File: src/rtl/cfc_pkg.sv
package cfc_pkg;

  localparam int START_BITS = 2;
  localparam int CK_BITS    = 8;
  localparam int STOP_BITS  = 8;

  typedef enum logic [1:0] {
    ERR_NONE  = 2'b00,
    ERR_IDENT = 2'b01,
    ERR_ALIGN = 2'b10,
    ERR_CKSUM = 2'b11
  } err_code_e;

  typedef enum logic [1:0] {
    ST_HUNT = 2'd0,
    ST_GOT0 = 2'd1,
    ST_BODY = 2'd2,
    ST_STOP = 2'd3
  } seq_state_e;

  // pad so that start + payload + pad + checksum + stop is a byte multiple
  function automatic int pad_bits(input int payload);
    return (8 - ((payload + START_BITS + CK_BITS + STOP_BITS) % 8)) % 8;
  endfunction

endpackage

File: src/rtl/cfc_sequencer.sv
module cfc_sequencer
  import cfc_pkg::*;
#(
  parameter int PAYLOAD_BITS = 202,
  parameter int ID_BITS      = 32
) (
  input  logic clk,
  input  logic rst,
  input  logic restart,
  input  logic lock,
  input  logic bit_vld,
  input  logic bit_in,
  output logic ev_start,
  output logic ev_hdr,
  output logic ev_byte_end,
  output logic ev_ck,
  output logic ev_ck_last,
  output logic ev_id_bit,
  output logic ev_id_last,
  output logic ev_align_bad
);

  localparam int HDR_BITS  = START_BITS + PAYLOAD_BITS + pad_bits(PAYLOAD_BITS);
  localparam int LAST_CK   = HDR_BITS + CK_BITS - 1;
  localparam int LAST_STOP = LAST_CK + STOP_BITS;
  localparam int POS_W     = $clog2(LAST_STOP + 1);

  localparam logic [POS_W-1:0] HDR_P     = POS_W'(HDR_BITS);
  localparam logic [POS_W-1:0] CK_END_P  = POS_W'(LAST_CK);
  localparam logic [POS_W-1:0] STOP_END_P = POS_W'(LAST_STOP);
  localparam logic [POS_W-1:0] BODY_P0   = POS_W'(START_BITS);
  localparam logic [POS_W-1:0] ID_END_P  = POS_W'(START_BITS + ID_BITS);
  localparam logic [POS_W-1:0] ID_LAST_P = POS_W'(START_BITS + ID_BITS - 1);

  seq_state_e       state_q;
  logic [POS_W-1:0] pos_q;
  logic             first_q;
  logic [7:0]       stop_hist_q;
  logic             take;

  always_comb begin
    take         = bit_vld && !lock;
    ev_start     = 1'b0;
    ev_hdr       = 1'b0;
    ev_byte_end  = 1'b0;
    ev_ck        = 1'b0;
    ev_ck_last   = 1'b0;
    ev_id_bit    = 1'b0;
    ev_id_last   = 1'b0;
    ev_align_bad = 1'b0;
    if (take) begin
      case (state_q)
        ST_GOT0: begin
          if (bit_in) begin
            ev_start     = 1'b1;
            ev_align_bad = !first_q && (stop_hist_q != 8'hFF);
          end
        end
        ST_BODY: begin
          if (pos_q < HDR_P) begin
            ev_hdr      = 1'b1;
            ev_byte_end = (pos_q[2:0] == 3'd7);
            ev_id_bit   = first_q && (pos_q < ID_END_P);
            ev_id_last  = first_q && (pos_q == ID_LAST_P);
          end else begin
            ev_ck      = 1'b1;
            ev_ck_last = (pos_q == CK_END_P);
          end
        end
        default: ;
      endcase
    end
  end

  always_ff @(posedge clk) begin
    if (rst || restart) begin
      state_q     <= ST_HUNT;
      pos_q       <= '0;
      first_q     <= 1'b1;
      stop_hist_q <= 8'hFF;
    end else if (take) begin
      case (state_q)
        ST_HUNT: begin
          if (!bit_in) state_q <= ST_GOT0;
        end
        ST_GOT0: begin
          if (bit_in) begin
            state_q <= ST_BODY;
            pos_q   <= BODY_P0;
          end
        end
        ST_BODY: begin
          pos_q <= pos_q + 1'b1;
          if (pos_q == CK_END_P) begin
            state_q <= ST_STOP;
            first_q <= 1'b0;
          end
        end
        ST_STOP: begin
          stop_hist_q <= {stop_hist_q[6:0], bit_in};
          pos_q       <= pos_q + 1'b1;
          if (pos_q == STOP_END_P) state_q <= ST_HUNT;
        end
        default: state_q <= ST_HUNT;
      endcase
    end
  end

endmodule

File: config.mk
export PLATFORM = sky130hd
export DESIGN_NAME = cfc_sequencer
export DESIGN_NICKNAME = d
export VERILOG_FILES = /design/src/rtl/cfc_pkg.sv /design/src/rtl/cfc_sequencer.sv
export SDC_FILE = /design/constraint.sdc
export NUM_CORES = 1
export LEC_CHECK = 0
export ABC_AREA = 1
export BUFFER_PORTS_ARGS = -buffer_cell sky130_fd_sc_hd__buf_2
export CORE_ASPECT_RATIO = 1.25
export CORE_MARGIN = 5
export CORE_UTILIZATION = 55
export CTS_CLUSTER_DIAMETER = 150
export DETAILED_ROUTE_END_ITERATION = 8
export PLACE_DENSITY = 0.76
export SLEW_MARGIN = 25
export SYNTH_ARGS = -nofsm -noshare
export SYNTH_HDL_FRONTEND = slang
export SYNTH_SLANG_ARGS = --single-unit
File: constraint.sdc
create_clock -name clk -period 1.8 [get_ports clk]
set_input_delay 0.45 -clock clk [delete_from_list [all_inputs] [get_ports clk]]
set_output_delay 0.45 -clock clk [all_outputs]
set_load 0.02 [all_outputs]
==> impl_metrics.ini, run 1 <==
[power]
cellPowerDensity_nw_per_um2 = 481.3
p_seq_share_pct = 59.1
switching_share_pct = 25.75
internal-power_w = 0.0005307
combPwrFrac_pct = 8.5
switching_power_w = 0.0001840
power_leakage_nw = 0.6501
ir_drop_uv = 510.1
clkPwrFrac_pct = 32.4

[global_routing]
track_usage_pct = 20.57
grt_pass1_vias = 1158
grt_max_degree = 15
antenna_found_initial = 0
grt.overflow.total = 0
grt_pass1_wl_mm = 4.609

[detailed_routing]
ant_nets = 0
first_iter_violations = 37
drc = 0
dr.pass1.iters = 4
wl_met2_mm = 1.672
vias = 1129
wl_mm = 3.051
wl_met3_um = 139
highest_layer = met4
via_per_inst = 5.454
met1_length_mm = 1.170
wl_per_cell_um = 14.74

[floorplan]
die-area_um2 = 2960
die_h_um = 59.60
dieWidth_um = 49.68
std_cell_rows = 18
start_util_pct = 55.88
io_pins = 14
core_um2 = 1937

[final_layout]
layout.nets = 201
synthToLayoutAreaGrowth_pct = 37.23
drive_gt1_share_pct = 42.78
fin_area_um2 = 1485
num_antenna_cells = 0

[cts]
cts_hold_buf = 0
clock-sinks = 19
root_buffer = clkbuf_4
cts_tree = yes
cts_buffer_depth = 2
clkLatencyLatePin_ns = 0.31
cts_max_level = 1
numCtsBuffers = 3
clkTransAtPathRegs_ns = 0.11

[critical_path]
worstSetupEndpointType = output pin
start_kind = flop
worst-endpoint-arrival_ns = 1.40
slowest_delay_ns = 0.34
crit_type = flop to output pin
reg2reg_depth = 10
cp_slowest_cell = dfxtp_2
crit_required_ns = 1.35
crit_path_cell_trace = or2_4 > o21ai_2 > nand4_1 > nor2_2 > buf_4
critical_path.max_fanout = 2

[placement]
dp_hpwl_mm = 1.852
finalWeightedCongestion = 0.8378
io_buffers = 13
pre_cts_slack_ns = 0.04499
place_area_um2 = 1200

[sta]
worstMarginPinSlew_ns = 0.2926
rsz0062_at_grt = yes
finalSetupViolCount = 3
period_share_pct = 102.9
slew-limit-headroom_pct = 80.44
hold_viol_final = 0
min_period_ns = 1.853
final_max_slew_viol_count = 0
skew_ns = 0.005270
fmax_ghz = 0.5397
setup_ws_ns = -0.05275

[logic_synthesis]
syn_inst = 157
synth.distinct_cells = 25
syn_area_per_cell_um2 = 6.894
synthesis.nets = 170
synth_warnings = 0
synth_area_um2 = 1082
ys_seq_area_share_pct = 35.14
ys_seq_elements = 19

[worst_hold_path]
hold_path_depth = 3
hp-class = primary input to flop

[outcome]
failed_checks = setup timing
outcome = finished, violations left

[flow_run]
maxCapViolCount = 0
## repair_timing
item	in CTS	in global routing
buffers inserted	9	1
setup endpoints to repair	7	7
pin swaps	9	5
resized for setup	39	22
## state kept, by name, indices dropped and copies added (netlist names)
| register | flops |
|---|---|
| first_q | 1 |
| pos_q | 8 |
| state_q | 2 |
| stop_hist_q | 8 |
## kinds of logic after synthesis
family	count (synthesis)	share of synthesized area, %
adders and majority gates	7	8.092
and+or+nand+nor	95	41.39
AOI/OAI and AO/OA	14	7.630
DFF	19	35.14
buffers and inverters	22	7.746
## final cells by class
type                       instances  area (µm²)
sequential                        19       394.1
inverter                          21       81.33
multi-input combinational        116       752.0
tap                               20       25.02
timing repair buffer              27       206.4
clock buffer                       4       26.28
fill                             133       451.7
## power groups by stage
| stage | Combinational [W] | Sequential (W) | Clock, W |
|---|---|---|---|
| finish | 0.0000608 | 0.000423 | 0.000231 |
| global route | 0.0000675 | 0.000423 | 0.000257 |
| CTS | 0.0000570 | 0.000422 | 0.000230 |
| detailed placement | 0.0000493 | 0.000433 | 0 |
| global placement | 0.0000468 | 0.000433 | 0 |
| floorplan | 0.0000327 | 0.000432 | 0 |
## path summary, 6_finish.rpt
kind	start	to	slack, ns
worst max-delay path	pos_q[3]	ev_id_bit	-0.05
worst max register to register	state_q[0]	state_q[1]	0.18
worst min-delay path	bit_in	stop_hist_q[0]	0.47
worst min register to register	stop_hist_q[7]	stop_hist_q[7]	0.49
## Yosys cell counts
master    number  share of area [%]
o211ai_1       1               0.69
o21ai_0        4                1.8
nor3b_1        2                1.4
buf_2          1               0.46
nor2_1        19                6.6
nand2_1       42                 15
or2_0          1               0.58
ha_1           7                8.1
a21oi_1        5                2.3
nor3b_2        1                1.2
nand3b_1       1               0.69
dfxtp_1       19                 35
or2_2          1               0.58
nor2_4         2                2.1
o21ai_1        1               0.46
a21boi_0       1               0.69
nand3_2        1               0.92
inv_1         19                6.6
nand2_2        3                1.7
nand3_1       14                6.5
o21ai_2        2                1.6
inv_2          2               0.69
nor3_1         3                1.4
nor3_2         1               0.92
nand4_1        4                2.3
## through the flow
step / utilization, % / cells / total power, W / hold WS, ns / TNS (ns)
after global placement: 61.95 / 193 / 0.0004794 / 0.4608 / 0
after CTS: 72.16 / 206 / 0.0007091 / 0.4692 / -0.01398
final: 76.68 / 207 / 0.0007148 / 0.4662 / -0.08412
after floorplan: - / 157 / 0.0004651 / 0.4421 / -0.1061
after detailed placement: 61.95 / 193 / 0.0004821 / 0.4572 / 0
after global routing: 76.68 / 207 / 0.0007473 / 0.4788 / -0.5090
## layer usage
layer  GRT usage [%]  vias up
met4           14.23        0
met2           39.45       31
met1           18.86      527
li1                -      565
met3           4.282        6
met5               0        -
## critical path, delay by kind of cell (launching register included)
kind,cells,cell delay (ns)
AO/OA/AOI/OAI,1,0.12
flip-flops,1,0.34
AND/OR/NAND/NOR,3,0.49
buffers and inverters,1,0.14
## cell usage in the layout (no fill, tap or decap), types with 2 or more instances in the layout
master / instances
ha_1: 4
nor2_1: 12
nand3_1: 13
clkbuf_4: 3
buf_6: 5
inv_1: 13
o21ai_2: 3
nand4_1: 4
ha_4: 3
nor3b_2: 2
buf_4: 16
a21oi_1: 4
dfxtp_1: 10
dfxtp_2: 8
nor2_2: 4
nor3_2: 2
inv_2: 7
nand3_2: 2
nand2_1: 36
o21ai_0: 3
nand2_2: 8
buf_2: 6
nor2_4: 5
No activity file was read; power rests on OpenSTA's default activity.
==> run 2: changes to the inputs <==
--- a/config.mk
+++ b/config.mk
@@ -5,14 +5,13 @@
 export SDC_FILE = /design/constraint.sdc
 export NUM_CORES = 1
 export LEC_CHECK = 0
-export ABC_AREA = 1
 export BUFFER_PORTS_ARGS = -buffer_cell sky130_fd_sc_hd__buf_2
 export CORE_ASPECT_RATIO = 1.25
 export CORE_MARGIN = 5
 export CORE_UTILIZATION = 55
 export CTS_CLUSTER_DIAMETER = 150
 export DETAILED_ROUTE_END_ITERATION = 8
-export PLACE_DENSITY = 0.76
+export PLACE_DENSITY = 0.77
 export SLEW_MARGIN = 25
 export SYNTH_ARGS = -nofsm -noshare
 export SYNTH_HDL_FRONTEND = slang
==> run 2 against run 1 <==
The flow still finishes with violations (setup timing). Critical path type unchanged. Highest routed layer unchanged. Register-to-register slack lost 0.25 ns. Sequential share of layout area is 1.8 points lower. Wire length increased by 9.1%. Flip-flop and latch count did not move. Largest cell class unchanged.
==> impl_metrics.ini, run 2 <==
[sta]
period_share_pct = 117.6
final_max_slew_viol_count = 0
slew-limit-headroom_pct = 73.89
skew_ns = 0.006065
rsz0062_at_grt = yes
min_period_ns = 2.117
setup_ws_ns = -0.3173
whs_ns = 0.4221
fmax_ghz = 0.4723
finalSetupViolCount = 9
hold_viol_final = 0
worstMarginPinSlew_ns = 0.3903

[power]
p_seq_share_pct = 61.3
power_leakage_nw = 0.6840
switching_power_w = 0.0001610
internal-power_w = 0.0005211
clkPwrFrac_pct = 31.8
finalPower_w = 0.0006821
ir_drop_uv = 386.5
combPwrFrac_pct = 6.9
cellPowerDensity_nw_per_um2 = 424.6
switching_share_pct = 23.60

[floorplan]
die-area_um2 = 2843
dieWidth_um = 48.70
std_cell_rows = 17
die_h_um = 58.38
start_util_pct = 57.63
core_um2 = 1787
io_pins = 14

[detailed_routing]
dr.pass1.iters = 4
first_iter_violations = 38
via_per_inst = 6.109
wl_mm = 3.328
vias = 1179
wl_met2_mm = 1.822
wl_per_cell_um = 17.24
wl_met3_um = 137
drc = 0
ant_nets = 0
met1_length_mm = 1.264
highest_layer = met4

[global_routing]
grt_max_degree = 12
track_usage_pct = 23.06
antenna_found_initial = 0
grt.overflow.total = 0
grt_pass1_wl_mm = 5.271
grt_pass1_vias = 1224

[cts]
cts_tree = yes
clkTransAtPathRegs_ns = 0.11
clock-sinks = 19
cts_buffer_depth = 2
root_buffer = clkbuf_4
numCtsBuffers = 3
clkLatencyLatePin_ns = 0.29
cts_max_level = 1

[placement]
dp_hpwl_mm = 2.048
io_buffers = 13
pre_cts_slack_ns = -0.08559
finalWeightedCongestion = 0.8280

[flow_run]
maxCapViolCount = 0

[final_layout]
layout.cells.most_common_list = buf_4, nand2_1, dfxtp_1
synthToLayoutAreaGrowth_pct = 56.01
layout.nets = 188
reg.largest.list = pos_q: 8 flops, stop_hist_q: 8 flops, state_q: 2 flops
fill_cells = 81
final_core_util_pct = 89.92
num_antenna_cells = 0
drive_gt1_share_pct = 54.02
layout_commonest_cell = buf_4

[logic_synthesis]
synth_warnings = 0
synthesis.nets = 143
synth_edf_count = 0
synth_area_um2 = 1030
synth.most_common_cell = nand2_1
async_flop_share_pct = 0
synth_ff_type = dfxtp_1
syn_inst = 130
synth.area.top_cells = dfxtp_1, nand2_1, ha_1, nand3_1, o21ai_0
ys_seq_elements = 19
yosys-top-cells-count = nand2_1, dfxtp_1, nand3_1
synth_top_cell_area_share_pct = 36.94
syn_area_per_cell_um2 = 7.921
synth_top_area_cell = dfxtp_1
synth.distinct_cells = 33
ys_seq_area_share_pct = 36.94

[critical_path]
reg2reg_depth = 6
worst-endpoint-arrival_ns = 1.67
worstSetupEndpointType = output pin
crit_required_ns = 1.35
crit_end = ev_ck_last
r2r_start = state_q[1]
critical_path.max_fanout = 2
crit_type = flop to output pin
ff2ff_setup_slack_ns = -0.07
crit_path_start = pos_q[0]
timing.rr.end = pos_q[7]
start_kind = flop

[outcome]
outcome = finished, violations left
failed_checks = setup timing

[worst_hold_path]
hold_path_depth = 3
hp-class = primary input to flop
==> run 2: power groups by stage <==
stage | combinational [W] | clock [W] | sequential [W]
floorplan | 0.0000189 | 0 | 0.000431
global placement | 0.0000385 | 0 | 0.000431
detailed placement | 0.0000395 | 0 | 0.000431
CTS | 0.0000436 | 0.000218 | 0.000418
global route | 0.0000514 | 0.000244 | 0.000418
finish | 0.0000474 | 0.000217 | 0.000418
==> run 2: final cells by class <==
cell class	count	area [µm²]	share of cell area, %
clock buffer	3	22.52	1.402
inverter	6	27.53	1.713
multi-input combinational	102	795.8	49.53
clock inverter	1	5.005	0.3115
timing repair buffer	43	334.1	20.79
sequential	19	397.9	24.77
tap	19	23.77	1.480
==> run 2: repair_timing <==
action                                  in CTS  in global routing
hold buffers                                 0                  0
resized for setup                           35                 20
endpoints found under the setup margin      13                 16
buffers inserted                             9                  1
pin swaps                                   16                 10
==> run 2: metrics by stage <==
| step | cell area [µm²] | instances | TNS, ns |
|---|---|---|---|
| finish | 1607 | 193 | -1.006 |
| global route | 1607 | 193 | -1.658 |
| CTS | 1526 | 192 | -0.8963 |
| detailed placement | 1315 | 179 | -0.3318 |
| global placement | 1315 | 179 | -0.1132 |
| floorplan | 1087 | 130 | -0.008013 |
==> run 2: layer usage <==
layer / vias to the layer above / global-route usage (%)
li1: 541 / -
met1: 574 / 22.76
met2: 50 / 46.64
met3: 14 / 3.291
met4: 0 / 10.00
met5: - / 0
==> run 2: worst max-delay path, cell delays in order (launching register included) <==
cell     delay [ns]
dfxtp_2        0.37
ha_4           0.14
nand2_2        0.05
or4b_4         0.50
nor3_4         0.15
buf_6          0.14
==> run 2: how the worst min path moves through the flow <==
| stage | start | endpoint | slack [ns] |
|---|---|---|---|
| CTS | rst | pos_q[2] | 0.41 |
| finish | rst | pos_q[2] | 0.42 |
| global route | rst | pos_q[2] | 0.43 |
| floorplan | stop_hist_q[7] | stop_hist_q[7] | 0.44 |
| detailed placement | stop_hist_q[7] | stop_hist_q[7] | 0.47 |
| global placement | stop_hist_q[7] | stop_hist_q[7] | 0.45 |
==> run 2: cell families (layout without fill, tap and decap cells) <==
kind of cell | count (synthesis) | count (layout) | share of synthesized area, %
mux | 2 | 2 | 1.944
flops | 19 | 19 | 36.94
buf+inv | 9 | 53 | 3.280
fa+ha+maj | 7 | 7 | 8.505
xor+xnor | 2 | 2 | 1.701
compound gates | 17 | 17 | 10.45
simple gates | 74 | 74 | 37.18
==> run 3: changes to the inputs <==
==> constraint.sdc (replaced) <==
create_clock -name clk -period 2.24 [get_ports clk]
set_input_delay 0.56 -clock clk [delete_from_list [all_inputs] [get_ports clk]]
set_output_delay 0.56 -clock clk [all_outputs]
set_load 0.05 [all_outputs]
==> run 3 against run 2 <==
Clock power shrank 18%. Critical path type unchanged. The run still ends with setup timing left. Sequential share of layout area grew 5.3 points. Flip-flop and latch count is the same. Die area is the same. Sequential power shrank 19%.
==> impl_metrics.ini, run 3 (synthesis gave the netlist of run 2 again) <==
[detailed_routing]
met1_length_mm = 1.037
drc = 0
wl_met3_um = 89
wl_per_cell_um = 13.63
wl_mm = 2.317
ant_nets = 0
highest_layer = met4
dr.pass1.iters = 4
via_per_inst = 5.859
first_iter_violations = 21
wl_met2_mm = 1.164
vias = 996

[critical_path]
ff2ff_setup_slack_ns = 0.17
crit_path_start = pos_q[0]
crit_required_ns = 1.68
reg2reg_depth = 6
critical_path.max_fanout = 3
crit_path_cell_trace = ha_4 > nand2_2 > or4b_4 > nor3_4 > buf_6
worst-endpoint-arrival_ns = 1.76
start_kind = flop
crit_end = ev_ck_last
crit_type = flop to output pin
worstSetupEndpointType = output pin
slowest_delay_ns = 0.52
timing.rr.end = pos_q[7]
cp_slowest_cell = or4b_4
r2r_start = state_q[1]

[sta]
period_share_pct = 103.5
finalSetupViolCount = 1
setup_ws_ns = -0.07882
setup_tns_ns = -0.07882
final_max_slew_viol_count = 0
skew_ns = 0.01240
slew-limit-headroom_pct = 78.12
fmax_ghz = 0.4313
whs_ns = 0.4839
rsz0062_at_grt = yes
hold_viol_final = 0
min_period_ns = 2.319
worstMarginPinSlew_ns = 0.3277

[placement]
io_buffers = 13
placed_cells = 166
dp_hpwl_mm = 1.783
finalWeightedCongestion = 0.8084

[final_layout]
drive_gt1_share_pct = 30.46
synthToLayoutAreaGrowth_pct = 24.67
layout_commonest_cell = nand2_1
layout.cells.most_common_list = nand2_1, dfxtp_1, nand3_1
final_core_util_pct = 71.85
reg.largest.list = pos_q: 8 flops, stop_hist_q: 8 flops, state_q: 2 flops
num_antenna_cells = 0
layout.cells.non_filler = 170
layout.nets = 165

[floorplan]
std_cell_rows = 17
dieWidth_um = 48.70
die-area_um2 = 2843
core_um2 = 1787
start_util_pct = 57.63
die_h_um = 58.38
io_pins = 14

[cts]
cts_tree = yes
clkTransAtPathRegs_ns = 0.12
cts_buffer_depth = 2
numCtsBuffers = 3
postCtsSetupRepairBufs = 0
cts_max_level = 1
clkLatencyLatePin_ns = 0.31
root_buffer = clkbuf_4
clock-sinks = 19

[power]
p_seq_share_pct = 61.9
combPwrFrac_pct = 5.7
clkPwrFrac_pct = 32.4
finalPower_w = 0.0005477
power_leakage_nw = 0.5365
cellPowerDensity_nw_per_um2 = 426.7
switching_share_pct = 23.49
ir_drop_uv = 434.7
switching_power_w = 0.0001286
internal-power_w = 0.0004191

[worst_hold_path]
hp-class = flop to flop

[global_routing]
grt_pass1_wl_mm = 4.133
antenna_found_initial = 0
grt_pass1_vias = 961
grt_max_degree = 12
track_usage_pct = 17.83
grt.overflow.total = 0

[flow_run]
maxCapViolCount = 0

[outcome]
failed_checks = setup timing
outcome = finished, violations left
==> run 3: changes by cell type in the layout (fill, tap and decap cells not counted), moves of 3 or more <==
cell / previous run / this run
buf_2: 6 / 9
buf_4: 30 / 8
dfxtp_1: 11 / 15
or3_1: 0 / 4
or3_4: 4 / 0
dfxtp_4: 3 / 0
ha_1: 2 / 5
a21oi_2: 5 / 0
a21oi_1: 0 / 5
buf_6: 7 / 2
==> run 3: power by group through the flow <==
stage / Sequential [W] / Clock (W) / Combinational [W]
finish: 0.000339 / 0.000177 / 0.0000314
global route: 0.000339 / 0.000201 / 0.0000342
CTS: 0.000339 / 0.000179 / 0.0000312
detailed placement: 0.000347 / 0 / 0.0000309
global placement: 0.000347 / 0 / 0.0000297
floorplan: 0.000347 / 0 / 0.0000151
==> run 3: per-layer routing <==
layer	track usage, %	vias to the layer above
met5	0	-
met4	6.154	0
met3	3.291	4
met2	33.02	18
met1	20.34	473
li1	-	501
==> run 3: worst max-delay path, delay by kind of cell (launching register included) <==
kind,cells,cell delay (ns)
adder cells (fa/ha/maj),1,0.14
buffers and inverters,1,0.19
flip-flops,1,0.37
AND/OR/NAND/NOR,3,0.75
==> run 3: worst min path at each step <==
stage                     cells after the start              to      startpoint
after floorplan                               2  stop_hist_q[7]  stop_hist_q[7]
after global placement                        2  stop_hist_q[7]  stop_hist_q[7]
after detailed placement                      2  stop_hist_q[7]  stop_hist_q[7]
after CTS                                     2  stop_hist_q[7]  stop_hist_q[7]
after global routing                          3        pos_q[2]             rst
final                                         2  stop_hist_q[7]  stop_hist_q[7]
==> run 3: what timing repair did <==
item	in CTS	in global routing
gates resized for setup	15	4
setup endpoints to repair	3	4
pin swaps	1	1
hold buffers	0	0
==> run 3: area by class of cell <==
| type | count | area, µm² |
|---|---|---|
| multi-input cells | 102 | 689.4 |
| fillers | 158 | 503.0 |
| flip-flops and latches | 19 | 385.4 |
| repair buffers | 20 | 135.1 |
| well taps | 19 | 23.77 |
| clock buffers | 3 | 22.52 |
| inverters | 6 | 22.52 |
| clock inverters | 1 | 5.005 |
==> run 3: through the flow <==
step                cell area, µm²  setup slack, ns
CTS                           1276         -0.07506
global route                  1284          -0.1400
global placement              1200          0.06790
finish                        1284         -0.07882
detailed placement            1200          0.04472
floorplan                     1070          -0.1676
